`src/rtl/casc_fifo_pkg.sv`:
```
`timescale 1ns/1ps
package casc_fifo_pkg;
  localparam int unsigned DEF_DEPTH = 64;
  localparam int unsigned DEF_WIDTH = 5;
  localparam int unsigned DEF_LAT   = 2;

  // bits needed to hold every value from 0 up to n
  function automatic int unsigned count_bits(input int unsigned n);
    return $clog2(n + 1);
  endfunction

  // bits needed to address n entries
  function automatic int unsigned addr_bits(input int unsigned n);
    return (n > 1) ? $clog2(n) : 1;
  endfunction
endpackage

```
`src/rtl/casc_fifo_strobe.sv`:
```
`timescale 1ns/1ps
// Turns a level strobe into a request that can be served once per high period.
module casc_fifo_strobe (
  input  logic clk,
  input  logic rst,
  input  logic strobe,
  input  logic taken,
  output logic req
);
  logic served_q;

  assign req = strobe & ~served_q;

  always_ff @(posedge clk) begin
    if (rst) begin
      served_q <= 1'b0;
    end else begin
      // stays set while the strobe is held, clears once it drops
      served_q <= strobe & (served_q | taken);
    end
  end

  // a served strobe raises no further request in its high period
  p_one_per_pulse_r8: assert property (@(posedge clk) disable iff (rst)
    taken |=> !req);
endmodule

```
`src/rtl/casc_fifo_store.sv`:
```
`timescale 1ns/1ps
// Word storage: one write port, registered read of the head entry.
module casc_fifo_store #(
  parameter int unsigned WIDTH = casc_fifo_pkg::DEF_WIDTH,
  parameter int unsigned DEPTH = casc_fifo_pkg::DEF_DEPTH
) (
  input  logic             clk,
  input  logic             rst,
  input  logic             wr_en,
  input  logic [WIDTH-1:0] wr_data,
  input  logic             rd_adv,
  output logic [WIDTH-1:0] rd_word
);
  localparam int unsigned AW = casc_fifo_pkg::addr_bits(DEPTH);
  localparam logic [AW-1:0] LAST = AW'(DEPTH - 1);

  logic [WIDTH-1:0] mem [DEPTH];
  logic [AW-1:0]    wr_ptr;
  logic [AW-1:0]    rd_ptr;

  function automatic logic [AW-1:0] bump(input logic [AW-1:0] p);
    return (p == LAST) ? '0 : p + 1'b1;
  endfunction

  // no reset on the array or its read register, so block RAM fits
  always_ff @(posedge clk) begin
    if (wr_en) begin
      mem[wr_ptr] <= wr_data;
    end
    rd_word <= mem[rd_ptr];
  end

  always_ff @(posedge clk) begin
    if (rst) begin
      wr_ptr <= '0;
      rd_ptr <= '0;
    end else begin
      if (wr_en) begin
        wr_ptr <= bump(wr_ptr);
      end
      if (rd_adv) begin
        rd_ptr <= bump(rd_ptr);
      end
    end
  end
endmodule

```
`src/rtl/casc_fifo_flags.sv`:
```
`timescale 1ns/1ps
// Occupancy, fall-through maturity tracking and the two ready flags.
module casc_fifo_flags #(
  parameter int unsigned DEPTH = casc_fifo_pkg::DEF_DEPTH,
  parameter int unsigned LAT   = casc_fifo_pkg::DEF_LAT
) (
  input  logic clk,
  input  logic rst,
  input  logic push_req,
  input  logic pop_req,
  output logic push_ok,
  output logic pop_ok,
  output logic ir_q,
  output logic or_q
);
  localparam int unsigned CW = casc_fifo_pkg::count_bits(DEPTH);
  localparam logic [CW-1:0] FULL_CNT = CW'(DEPTH);

  logic [CW-1:0]  cnt_q, cnt_d;
  logic [CW-1:0]  rdy_q, rdy_d;
  logic [LAT-1:0] dl_q, dl_d;
  logic           full;
  logic           matured;

  assign full    = (cnt_q == FULL_CNT);
  assign pop_ok  = pop_req & or_q;
  // a full buffer takes a write only alongside an accepted read
  assign push_ok = push_req & (ir_q | (full & pop_ok));
  assign matured = dl_q[LAT-1];

  generate
    if (LAT == 1) begin : g_lat_one
      assign dl_d = push_ok;
    end else begin : g_lat_many
      assign dl_d = {dl_q[LAT-2:0], push_ok};
    end
  endgenerate

  always_comb begin
    cnt_d = cnt_q + CW'(push_ok) - CW'(pop_ok);
    rdy_d = rdy_q + CW'(matured) - CW'(pop_ok);
  end

  always_ff @(posedge clk) begin
    if (rst) begin
      cnt_q <= '0;
      rdy_q <= '0;
      dl_q  <= '0;
      ir_q  <= 1'b1;
      or_q  <= 1'b0;
    end else begin
      cnt_q <= cnt_d;
      rdy_q <= rdy_d;
      dl_q  <= dl_d;
      ir_q  <= ~push_ok & (cnt_d < FULL_CNT);
      or_q  <= ~pop_ok & (rdy_d != '0);
    end
  end

  // reset leaves an empty buffer with room and no output word
  p_reset_flags_r1: assert property (@(posedge clk)
    rst |=> (ir_q && !or_q && cnt_q == '0));

  // occupancy never exceeds the depth
  p_no_overflow_r5: assert property (@(posedge clk) disable iff (rst)
    cnt_q <= FULL_CNT);

  // in_ready dips after every accepted write
  p_ir_dip_r5: assert property (@(posedge clk) disable iff (rst)
    push_ok |=> !ir_q);

  // out_ready dips after every accepted read
  p_or_dip_r4: assert property (@(posedge clk) disable iff (rst)
    pop_ok |=> !or_q);

  // a write into an empty buffer is not visible on the next cycle
  p_fall_through_r3: assert property (@(posedge clk) disable iff (rst)
    (cnt_q == '0 && push_ok) |=> !or_q);

  // out_ready never claims a word in an empty buffer
  p_or_has_word_r7: assert property (@(posedge clk) disable iff (rst)
    or_q |-> cnt_q != '0);

  // a write and a read together on a full buffer keep it full
  p_full_swap_r9: assert property (@(posedge clk) disable iff (rst)
    (full && push_ok && pop_ok) |=> (cnt_q == FULL_CNT && !ir_q));
endmodule

```
`src/rtl/casc_fifo.sv`:
```
`timescale 1ns/1ps
module casc_fifo #(
  parameter int unsigned WIDTH  = casc_fifo_pkg::DEF_WIDTH,
  parameter int unsigned DEPTH  = casc_fifo_pkg::DEF_DEPTH,
  parameter int unsigned LAT    = casc_fifo_pkg::DEF_LAT,
  parameter bit          USE_OE = 1'b1
) (
  input  logic             clk,
  input  logic             rst,
  input  logic             shift_in,
  input  logic [WIDTH-1:0] data_in,
  output logic             in_ready,
  input  logic             shift_out,
  output logic             out_ready,
  input  logic             out_en,
  output logic [WIDTH-1:0] data_out,
  output logic             data_drv
);
  logic             si_req;
  logic             so_req;
  logic             push_ok;
  logic             pop_ok;
  logic             ir_flag;
  logic             or_flag;
  logic             drive;
  logic [WIDTH-1:0] word_q;

  casc_fifo_strobe u_in_strobe (
    .clk    (clk),
    .rst    (rst),
    .strobe (shift_in),
    .taken  (push_ok),
    .req    (si_req)
  );

  casc_fifo_strobe u_out_strobe (
    .clk    (clk),
    .rst    (rst),
    .strobe (shift_out),
    .taken  (pop_ok),
    .req    (so_req)
  );

  casc_fifo_flags #(
    .DEPTH (DEPTH),
    .LAT   (LAT)
  ) u_flags (
    .clk      (clk),
    .rst      (rst),
    .push_req (si_req),
    .pop_req  (so_req),
    .push_ok  (push_ok),
    .pop_ok   (pop_ok),
    .ir_q     (ir_flag),
    .or_q     (or_flag)
  );

  casc_fifo_store #(
    .WIDTH (WIDTH),
    .DEPTH (DEPTH)
  ) u_store (
    .clk     (clk),
    .rst     (rst),
    .wr_en   (push_ok),
    .wr_data (data_in),
    .rd_adv  (pop_ok),
    .rd_word (word_q)
  );

  generate
    if (USE_OE) begin : g_oe
      assign drive = out_en;
    end else begin : g_no_oe
      logic unused_oe;
      assign unused_oe = out_en;
      assign drive     = 1'b1;
    end
  endgenerate

  assign in_ready  = ir_flag;
  assign out_ready = or_flag;
  assign data_drv  = drive;
  assign data_out  = drive ? word_q : '0;

  // the presented word holds until it is read
  p_hold_word_r2: assert property (@(posedge clk) disable iff (rst)
    (or_flag && !pop_ok) |=> $stable(word_q));
endmodule

```
`config.mk`:
```
export PLATFORM = sky130hd
export DESIGN_NAME = casc_fifo
export DESIGN_NICKNAME = d
export VERILOG_FILES = /design/src/rtl/casc_fifo_pkg.sv /design/src/rtl/casc_fifo_strobe.sv /design/src/rtl/casc_fifo_store.sv /design/src/rtl/casc_fifo_flags.sv /design/src/rtl/casc_fifo.sv
export SDC_FILE = /design/constraint.sdc
export NUM_CORES = 1
export LEC_CHECK = 0
export BUFFER_PORTS_ARGS = -buffer_cell sky130_fd_sc_hd__buf_2
export CAP_MARGIN = 20
export CORE_ASPECT_RATIO = 1.75
export CORE_MARGIN = 1
export CORE_UTILIZATION = 60
export CTS_CLUSTER_SIZE = 30
export DETAILED_ROUTE_END_ITERATION = 10
export MAX_ROUTING_LAYER = met4
export PLACE_DENSITY_LB_ADDON = 0.08
export SLEW_MARGIN = 10
export SYNTH_ARGS = -nofsm -noshare
export SYNTH_HDL_FRONTEND = slang
export SYNTH_HIERARCHICAL = 1
export SYNTH_SLANG_ARGS = --single-unit
```
`constraint.sdc`:
```
create_clock -name clk -period 6.5 [get_ports clk]
set_clock_uncertainty 0.1 [all_clocks]
set_input_delay 0 -clock clk [delete_from_list [all_inputs] [get_ports clk]]
set_output_delay 0 -clock clk [all_outputs]
set_load 0.005 [all_outputs]
```
Yosys cells after proc, flatten, opt, wreduce, memory -nomap -nowiden
Memory sizes are Yosys's and may differ from the RTL's. A register that Yosys moved wholly into a read port is not among the register bits.
Cells that the tools add are included.

storage, ports and cells
  register bits after elaboration = 32
  RAM bits = 320
  input bits = 10
  output and inout port bits = 8
  logic and storage cells = 42
  memories kept = 1

cells by class
  add/sub/neg operators = 6
  order comparisons = 1
  eq/ne operators = 3
  muxes and demuxes = 5
  bitwise logic cells = 16
  reductions and logical operators = 1

memories
  name         depth  width  rd ports  clocked after memory_dff  write ports  line                   source
  u_store.mem  64     5      1         1                         1            casc_fifo_store.sv:17  logic [WIDTH-1:0] mem [DEPTH];

operators by type and width
  cell                                                            number
  7-bit by 1-bit adder with 7-bit output                          2
  7-bit by 1-bit subtractor with 7-bit output                     2
  6-bit by 1-bit adder with 6-bit output (second input constant)  2
  6-bit equality test (second input constant)                     2
  6-bit two-way mux                                               2
  1-bit bitwise AND                                               9
  7-bit equality test (second input constant)                     1
  7-bit less-than comparator (second input constant)              1
  7-bit nonzero test                                              1
  5-bit two-way mux                                               1
  1-bit inverter                                                  4
  1-bit OR                                                        3
  1-bit two-way mux                                               2

Depth between registers and ports, before layout
Gate-level depths: netlist of the first run.

  depth in word-level cells = 10
  depth in mapped cells = 13
  gate-level depth less buffers = 13

Cells and area by module
The synthesis of the first run kept the hierarchy.

by module, submodules not included
  module            instances  cells an instance  area each (µm²)  seq. area each (µm²)
  casc_fifo_store   1          688                13254.0          9949.5
  casc_fifo_flags   1          119                1098.6           360.3
  casc_fifo_strobe  2          4                  45.0             20.0
  casc_fifo         1          6                  38.8             0.0

Worst setup path before layout of the first run
OpenSTA, ideal clock, no wires.

  kind = reg-to-reg
  start point = register u_out_strobe.served_q
  end point = register u_flags.ir_q
  setup time = 0.065 ns
  arrival time = 2.501 ns
  data required time = 6.335 ns
  path slack = 3.834 ns
  cell stages (with the launch flop) = 13
  buffers on the path = 0
  period minus slack after synthesis = 2.666 ns
  path through = dfxtp_1 and2b_2 and2_0 ha_1 inv_1 ha_1 inv_1 fa_1 nand2b_1 a21oi_1 o21a_1 o211ai_1 nor2_1

on the way
  word-level cells in the longest chain between the ends = 10
  elaborated cells on any way between the ends = 11
  classes of those cells = add/sub (2); order compare (1); bitwise (8)

ends and longest elaborated chain
  element                                      line                    source
  start, declared                              casc_fifo_strobe.sv:10  logic served_q;
  start signal, assigned                       casc_fifo_strobe.sv:19  served_q <= strobe & (served_q | taken);
  1-bit inverter *                             casc_fifo_strobe.sv:12  assign req = strobe & ~served_q;
  1-bit bitwise AND *                          casc_fifo_strobe.sv:12
  named net so_req                             casc_fifo.sv:20         logic so_req;
  1-bit bitwise AND *                          casc_fifo_flags.sv:26   assign pop_ok = pop_req & or_q;
  named net pop_ok                             casc_fifo.sv:22         logic pop_ok;
  1-bit bitwise AND                            casc_fifo_flags.sv:28   assign push_ok = push_req & (ir_q | (full & pop_ok));
  1-bit OR                                     casc_fifo_flags.sv:28
  1-bit bitwise AND                            casc_fifo_flags.sv:28
  7-bit by 1-bit adder with 7-bit output       casc_fifo_flags.sv:40   cnt_d = cnt_q + CW'(push_ok) - CW'(pop_ok);
  7-bit by 1-bit subtractor with 7-bit output  casc_fifo_flags.sv:40
  7-bit less-than comparator                   casc_fifo_flags.sv:55   ir_q <= ~push_ok & (cnt_d < FULL_CNT);
  1-bit bitwise AND *                          casc_fifo_flags.sv:55
  end signal, assigned                         casc_fifo_flags.sv:55
  end, declared                                casc_fifo_flags.sv:13   output logic ir_q,

Mark *: on every way through the listed nets, which the timed path passes. The rest lies on a longest branch.
A chain may end at the register's enable or synchronous reset.

==> results of run 1 <==
[layer usage]
layer  global-route usage, %  vias up
met5                       -        -
met4                    11.6        0
li1                        -     3287
met3                    2.94       74
met1                    30.2     3794
met2                    48.5      222
[worst max path at each step]
stage	startpoint	end	slack, ns	cells past startpoint
6_report	u_store/rd_ptr[0]	u_store/rd_word[4]	3.14	5
5_1_grt	u_flags/cnt_q[4]	u_store/mem[47][0]	2.94	7
4_1_cts	u_store/rd_ptr[0]	u_store/rd_word[4]	3.12	5
3_5_place_dp	u_store/rd_ptr[0]	u_store/rd_word[4]	3.14	5
3_3_place_gp	u_store/rd_ptr[0]	u_store/rd_word[4]	3.21	5
2_1_floorplan	u_out_strobe/served_q	u_flags/ir_q	3.83	12
[cells in the mapped netlist, types with 8 or more instances]
cell | number | share of area (%)
edfxtp_1 | 320 | 66
nor2_1 | 90 | 2.3
mux4_2 | 74 | 12
dfxtp_1 | 37 | 5.1
clkbuf_1 | 25 | 0.65
nand2_1 | 23 | 0.60
a22oi_1 | 18 | 0.93
mux2i_1 | 18 | 1.2
ha_1 | 17 | 1.5
inv_1 | 17 | 0.44
nor2b_1 | 13 | 0.56
buf_2 | 11 | 0.38
nand3_1 | 9 | 0.31
xor2_1 | 9 | 0.54
a21oi_1 | 8 | 0.28
and2_1 | 8 | 0.35
xnor2_1 | 8 | 0.48
[final cells by class]
type / instances / area share (%)
inverter: 17 / 0.401
clock buffer: 34 / 4.87
timing repair buffer: 37 / 1.93
multi-input combinational: 401 / 24.0
clock inverter: 22 / 1.34
tap: 304 / 2.39
sequential: 357 / 65.1
[power breakdown]
group / switching, mW / leakage, nW / internal [mW]
Clock: 0.797 / 0.479 / 0.984
Combinational: 0.408 / 1.32 / 0.352
Sequential: 0.0918 / 3.18 / 2.57
Total: 1.30 / 4.98 / 3.91
[per-stage QoR]
| step | power [mW] | cell area [um^2] | cells | hold slack (ns) | util, % |
|---|---|---|---|---|---|
| floorplan | 3.26 | 14500 | 821 | -0.0305 | - |
| global placement | 3.44 | 14700 | 1100 | 0.155 | 62.7 |
| detailed placement | 3.47 | 14800 | 1102 | 0.158 | 62.8 |
| CTS | 5.24 | 15800 | 1164 | 0.179 | 67.2 |
| global route | 5.40 | 15900 | 1172 | 0.215 | 67.7 |
| finish | 5.20 | 15900 | 1172 | 0.201 | 67.7 |
[cell usage in the layout, fill, tap and decap left out, drive strengths merged, types with 13 or more instances in the layout]
| master | count |
|---|---|
| a22oi | 18 |
| buf | 27 |
| clkbuf | 34 |
| clkinv | 15 |
| dfxtp | 37 |
| edfxtp | 320 |
| ha | 17 |
| inv | 17 |
| mux2i | 18 |
| mux4 | 74 |
| nand2 | 23 |
| nor2 | 90 |
| nor2b | 13 |
[registers in the layout, indices dropped and copies added, names as in the netlist]
name,flops
u_store/mem,320
u_flags/cnt_q,7
u_flags/rdy_q,7
u_store/rd_ptr,6
u_store/wr_ptr,6
u_store/rd_word,5
u_flags/dl_q,2
u_flags/ir_q,1
u_flags/or_q,1
u_in_strobe/served_q,1
u_out_strobe/served_q,1
[kinds of logic (layout without fill, tap and decap cells)]
logic type      Yosys count  count (layout)  share of synthesized area (%)
simple gates            190             190                           6.41
buf+inv                  63             110                           2.14
fa+ha+maj                19              19                           1.75
mux                      92              92                           12.8
xor+xnor                 18              18                           1.22
compound gates           82              82                           4.26
flops                   357             357                           71.5
[what timing repair did]
action,CTS,global route
buffers inserted,0,0
endpoints found under the hold margin,44,167
hold buffers,6,4
==> results.md, run 1 <==
* DRC viols at 0
* Worst slack, placed at 3.14 ns
* Syn_nets at 850
* Final net count at 873
* RR Endpoint: u_store/rd_word[4]
* Number of inserted diodes at 0
* Syn Inst Count at 821
* Register bit total from synthesis at 357
* TritonRoute pass-1 iters at 5
* Crit-path slowest cell: dfxtp_4
* Maximum vdd drop at 310 uV
* Critical path class: register to register
* CTS clk-pin slew, worst paths at 0.06 ns
* Slew Limit Fails at 0
* Pwr/cell area at 327 mW/mm^2
* Clock Path Buffers at 3
* Post-DR wirelength/cell at 26.3 um
* Vias in the first global route at 7929
* Fin crit period at 3.36 ns
* Port Buf Inserts at 17
* Row cnt at 74
* HP Start: out_en
* Final period util at 51.6%
* Met3 Routed Length at 1310 um
* CP top delay family: flip-flops
* Top sig layer: met4
* Tot GR Track Use at 27.0%
* Fin. Hold Viols at 0
* Die X at 119 um
* FF+latch area at 0.0104 mm^2
* Fillers at 1580
* Crit-path max FO at 48
* Hold Path Sink: data_drv
* Layout cells sized above 1 at 19.0%
* Antenna Violating Nets Remaining at 0
* Commonest register cell after synthesis: edfxtp_1
* CTS Buf Count at 30
* Vias per cell at 6.29
* Sequential fraction of the synthesis area at 71.5%
* Worst-Margin Slew at 0.985 ns
* Initial antenna violation count at 0
* Routability Congestion at 0.826
* R2R Setup Slk at 3.14 ns
* Sink Count at 357
* Io pins at 18
* Area Overhead vs Synth at 9.93%
* Syn avg cell area at 17.6 um^2
* Hold depth at 2
* Clk root buf: clkbuf_16
* Largest net degree at the start of global routing at 65
* Synth cell types at 64
* Synthesis warning total at 6
* Final setup fails at 0
* R2r worst-path depth at 5
* Final WL at 30900 um
* CTS tree: built
* HP Class: primary input to primary output
* Total gr overflow at 0
* Worst path bufs/invs at 1
* Footprint of the multi-input gates at 0.00382 mm^2
* Reg-to-reg startpoint: u_store/rd_ptr[0]
* Starting Density at 61.6%
* DR iter-0 viols at 611
* Die height at 208 um
* Critical path arrival at 3.71 ns
* Ys async rst share at 0%
* Wl on met1 at 10600 um
* Clk Latency, worst-skew pair at 0.57 ns
* Post-cts sizing count at 0
* Post-Syn Area at 0.0145 mm^2
* Pleak at 4.98 nW
* F_max at 298 MHz
* Worst rel slew slack at 34.2%
* Die area at 0.0248 mm^2
* DR WL met2 at 17500 um
* H-tree levels at 1
* Final WS setup at 3.14 ns
* Crit. End Element: register
* Maxcap violations at 0
* EDFF count, synth at 320
* Dpl hpwl at 20200 um
* Core area at 0.0235 mm^2
* Worst path max stage delay at 0.97 ns
* Crit start category: register
* Unrepaired setup endpoints after global routing: no
* Crit path required time at 6.86 ns
* Via count at 7377
* Status: completed
* Critical-path cell list: buf_4 > mux4_2 > a211oi_1 > a221oi_1 > a221o_1
* First-pass GRT wire length at 47400 um
* Total negative slack at 0 ns
Note: power is estimated with default switching activity, not from simulation.
==> inputs of run 2 (changes only) <==
- clock period: 6.5 -> 3.1 ns (I/O delays scaled with it)
==> run 2 against run 1 <==
First-iteration DRC count is 7.9% higher. Sequential share of layout area is 0.88 points lower. Sequential power is 110% higher.
==> results.md, run 2 (synthesis gave the netlist of run 1 again) <==
* Met3 Routed Length at 1750 um (+34%)
* Biggest register: u_store/mem
* Sink Count at 357 (unchanged)
* Number of inserted diodes at 0 (unchanged)
* Clk root buf: clkbuf_16
* Slew Limit Fails at 0 (unchanged)
* Wl on met1 at 10600 um (about the same)
* DR iter-0 viols at 659 (+7.9%)
* Die X at 119 um (unchanged)
* Area of placed instances at 0.0150 mm^2 (+1.7%)
* Core area at 0.0235 mm^2 (unchanged)
* Layout cells sized above 1 at 21.6% (+2.6 points)
* CP top delay family: adder cells
* Crit start category: register
* Die height at 208 um (unchanged)
* Die area at 0.0248 mm^2 (unchanged)
* Pwr/cell area at 676 mW/mm^2 (+110%)
* Worst path max stage delay at 0.39 ns (-0.58 ns)
* Critical-path cell list: and2b_2 > and2_0 > ha_1 > inv_1 > ha_1 > inv_1 > fa_1 > nand2b_1 > a21oi_1 > o21a_1 > o211ai_1 > nor2_1
* Crit-path slowest cell: fa_1
* TritonRoute pass-1 iters at 7 (+2)
* Crit-path max FO at 5 (-90%)
* H-tree levels at 1 (unchanged)
* Post-CTS setup buffers at 0 (unchanged)
* Area Overhead vs Synth at 11.4%
* HP Class: primary input to primary output
* Final Non-Filler Cells at 1201 (+2.5%)
* Port Buf Inserts at 17 (unchanged)
* Cts hold-fix bufs at 6 (unchanged)
* Io pins at 18 (unchanged)
* CTS clk-pin slew, worst paths at 0.06 ns (about the same)
* Worst path bufs/invs at 2 (+1)
* Critical path class: register to register
* Final net count at 905 (+3.7%)
* Fin. Hold Viols at 0 (unchanged)
* Most frequent cells in the layout: edfxtp_1 (320), nor2_1 (90), mux4_2 (74)
* DR WL met2 at 17200 um (-2.2%)
* Vias in the first global route at 8007 (+0.98%)
* Final period util at 89.6% (+38 points)
* Largest registers: u_store/mem (320), u_flags/cnt_q (7), u_flags/rdy_q (7)
* Final setup fails at 0 (unchanged)
* Largest net degree at the start of global routing at 65 (unchanged)
* CTS tree: built
* Status: completed
* Max FFs per register at 320 (unchanged)
* First-pass GRT wire length at 46900 um (-1.0%)
* Design area at 0.0161 mm^2 (+1.4%)
* Routability Congestion at 0.888 (+7.5%)
* Worst rel slew slack at 38.3% (+4.1 points)
* Worst-Margin Slew at 0.902 ns (-0.0836 ns)
* Final WS setup at 0.323 ns (-2.82 ns)
* Maxcap violations at 0 (unchanged)
* Maximum vdd drop at 570 uV (+84%)
* Post-Place Cells at 1136 (+3.1%)
* Post-DR wirelength/cell at 25.8 um (-2.1%)
* Commonest non-fill, non-tap cell in the layout: edfxtp_1
* Post-cts sizing count at 0 (unchanged)
* Antenna Violating Nets Remaining at 0 (unchanged)
* Vias per cell at 6.33 (+0.50%)
* Total gr overflow at 0 (unchanged)
* Worst slack, placed at 0.322 ns (-2.82 ns)
* Starting Density at 61.6% (unchanged)
* Via count at 7597 (+3.0%)
* Initial antenna violation count at 0 (unchanged)
* Critical path arrival at 3.17 ns (-0.54 ns)
* Pleak at 5.12 nW (+2.8%)
* CTS Buf Count at 30 (unchanged)
* Tot GR Track Use at 26.7% (-0.32 points)
* Fin crit period at 2.78 ns (-0.578 ns)
* Crit path required time at 3.49 ns (-3.37 ns)
* Final WL at 30900 um (+0.27%)
* F_max at 360 MHz (+21%)
* DRC viols at 0 (unchanged)
* Hold slack at 0.198 ns (-0.00251 ns)
* Clk Latency, worst-skew pair at 0.57 ns (about the same)
* Top sig layer: met4
* Dpl hpwl at 20800 um (+2.8%)
* Unrepaired setup endpoints after global routing: no
* Crit. End Element: register
* Row cnt at 74 (unchanged)
* Clock Path Buffers at 3 (unchanged)
* Total negative slack at 0 ns (unchanged)
==> run 2: routing by layer <==
| metal | global-route usage (%) | vias to the layer above |
|---|---|---|
| met4 | 12.2 | 0 |
| met5 | - | - |
| met2 | 47.3 | 283 |
| li1 | - | 3350 |
| met3 | 2.99 | 59 |
| met1 | 30.1 | 3905 |
==> run 2: metrics by stage <==
stage / util, % / total power, mW
finish: 68.6 / 10.9
global route: 68.6 / 11.3
CTS: 68.3 / 11.0
detailed placement: 63.9 / 7.30
global placement: 63.9 / 7.22
floorplan: - / 6.84
==> run 2: power breakdown <==
part           internal [mW]  switching [mW]  total (mW)  leakage [nW]
combinational          0.774           0.896        1.67          1.48
clock                   2.07            1.64        3.70         0.458
sequential              5.39           0.144        5.53          3.18
==> run 2: path summary, 6_finish.rpt <==
kind | cells past startpoint | end | from | slack [ns]
setup / recovery | 12 | u_flags/ir_q | u_out_strobe/served_q | 0.32
hold / removal | 2 | data_drv | out_en | 0.20
setup reg to reg | 12 | u_flags/ir_q | u_out_strobe/served_q | 0.32
hold reg to reg | 1 | u_flags/dl_q[1] | u_flags/dl_q[0] | 0.36
==> run 2: final cells by class <==
type                       count  area (um^2)
sequential                   357        10400
fill                        1597         7380
multi-input combinational    401         3820
clock buffer                  33          783
timing repair buffer          69          543
tap                          304          380
clock inverter                20          188
inverter                      17         63.8
==> run 2: worst reg2reg max path, stage by stage, from the launching register on <==
cell and delay (ns):
dfxtp_1 0.33, and2b_2 0.22, and2_0 0.25, ha_1 0.33, inv_1 0.06, ha_1 0.16, inv_1 0.05, fa_1 0.39
nand2b_1 0.16, a21oi_1 0.24, o21a_1 0.17, o211ai_1 0.12, nor2_1 0.11
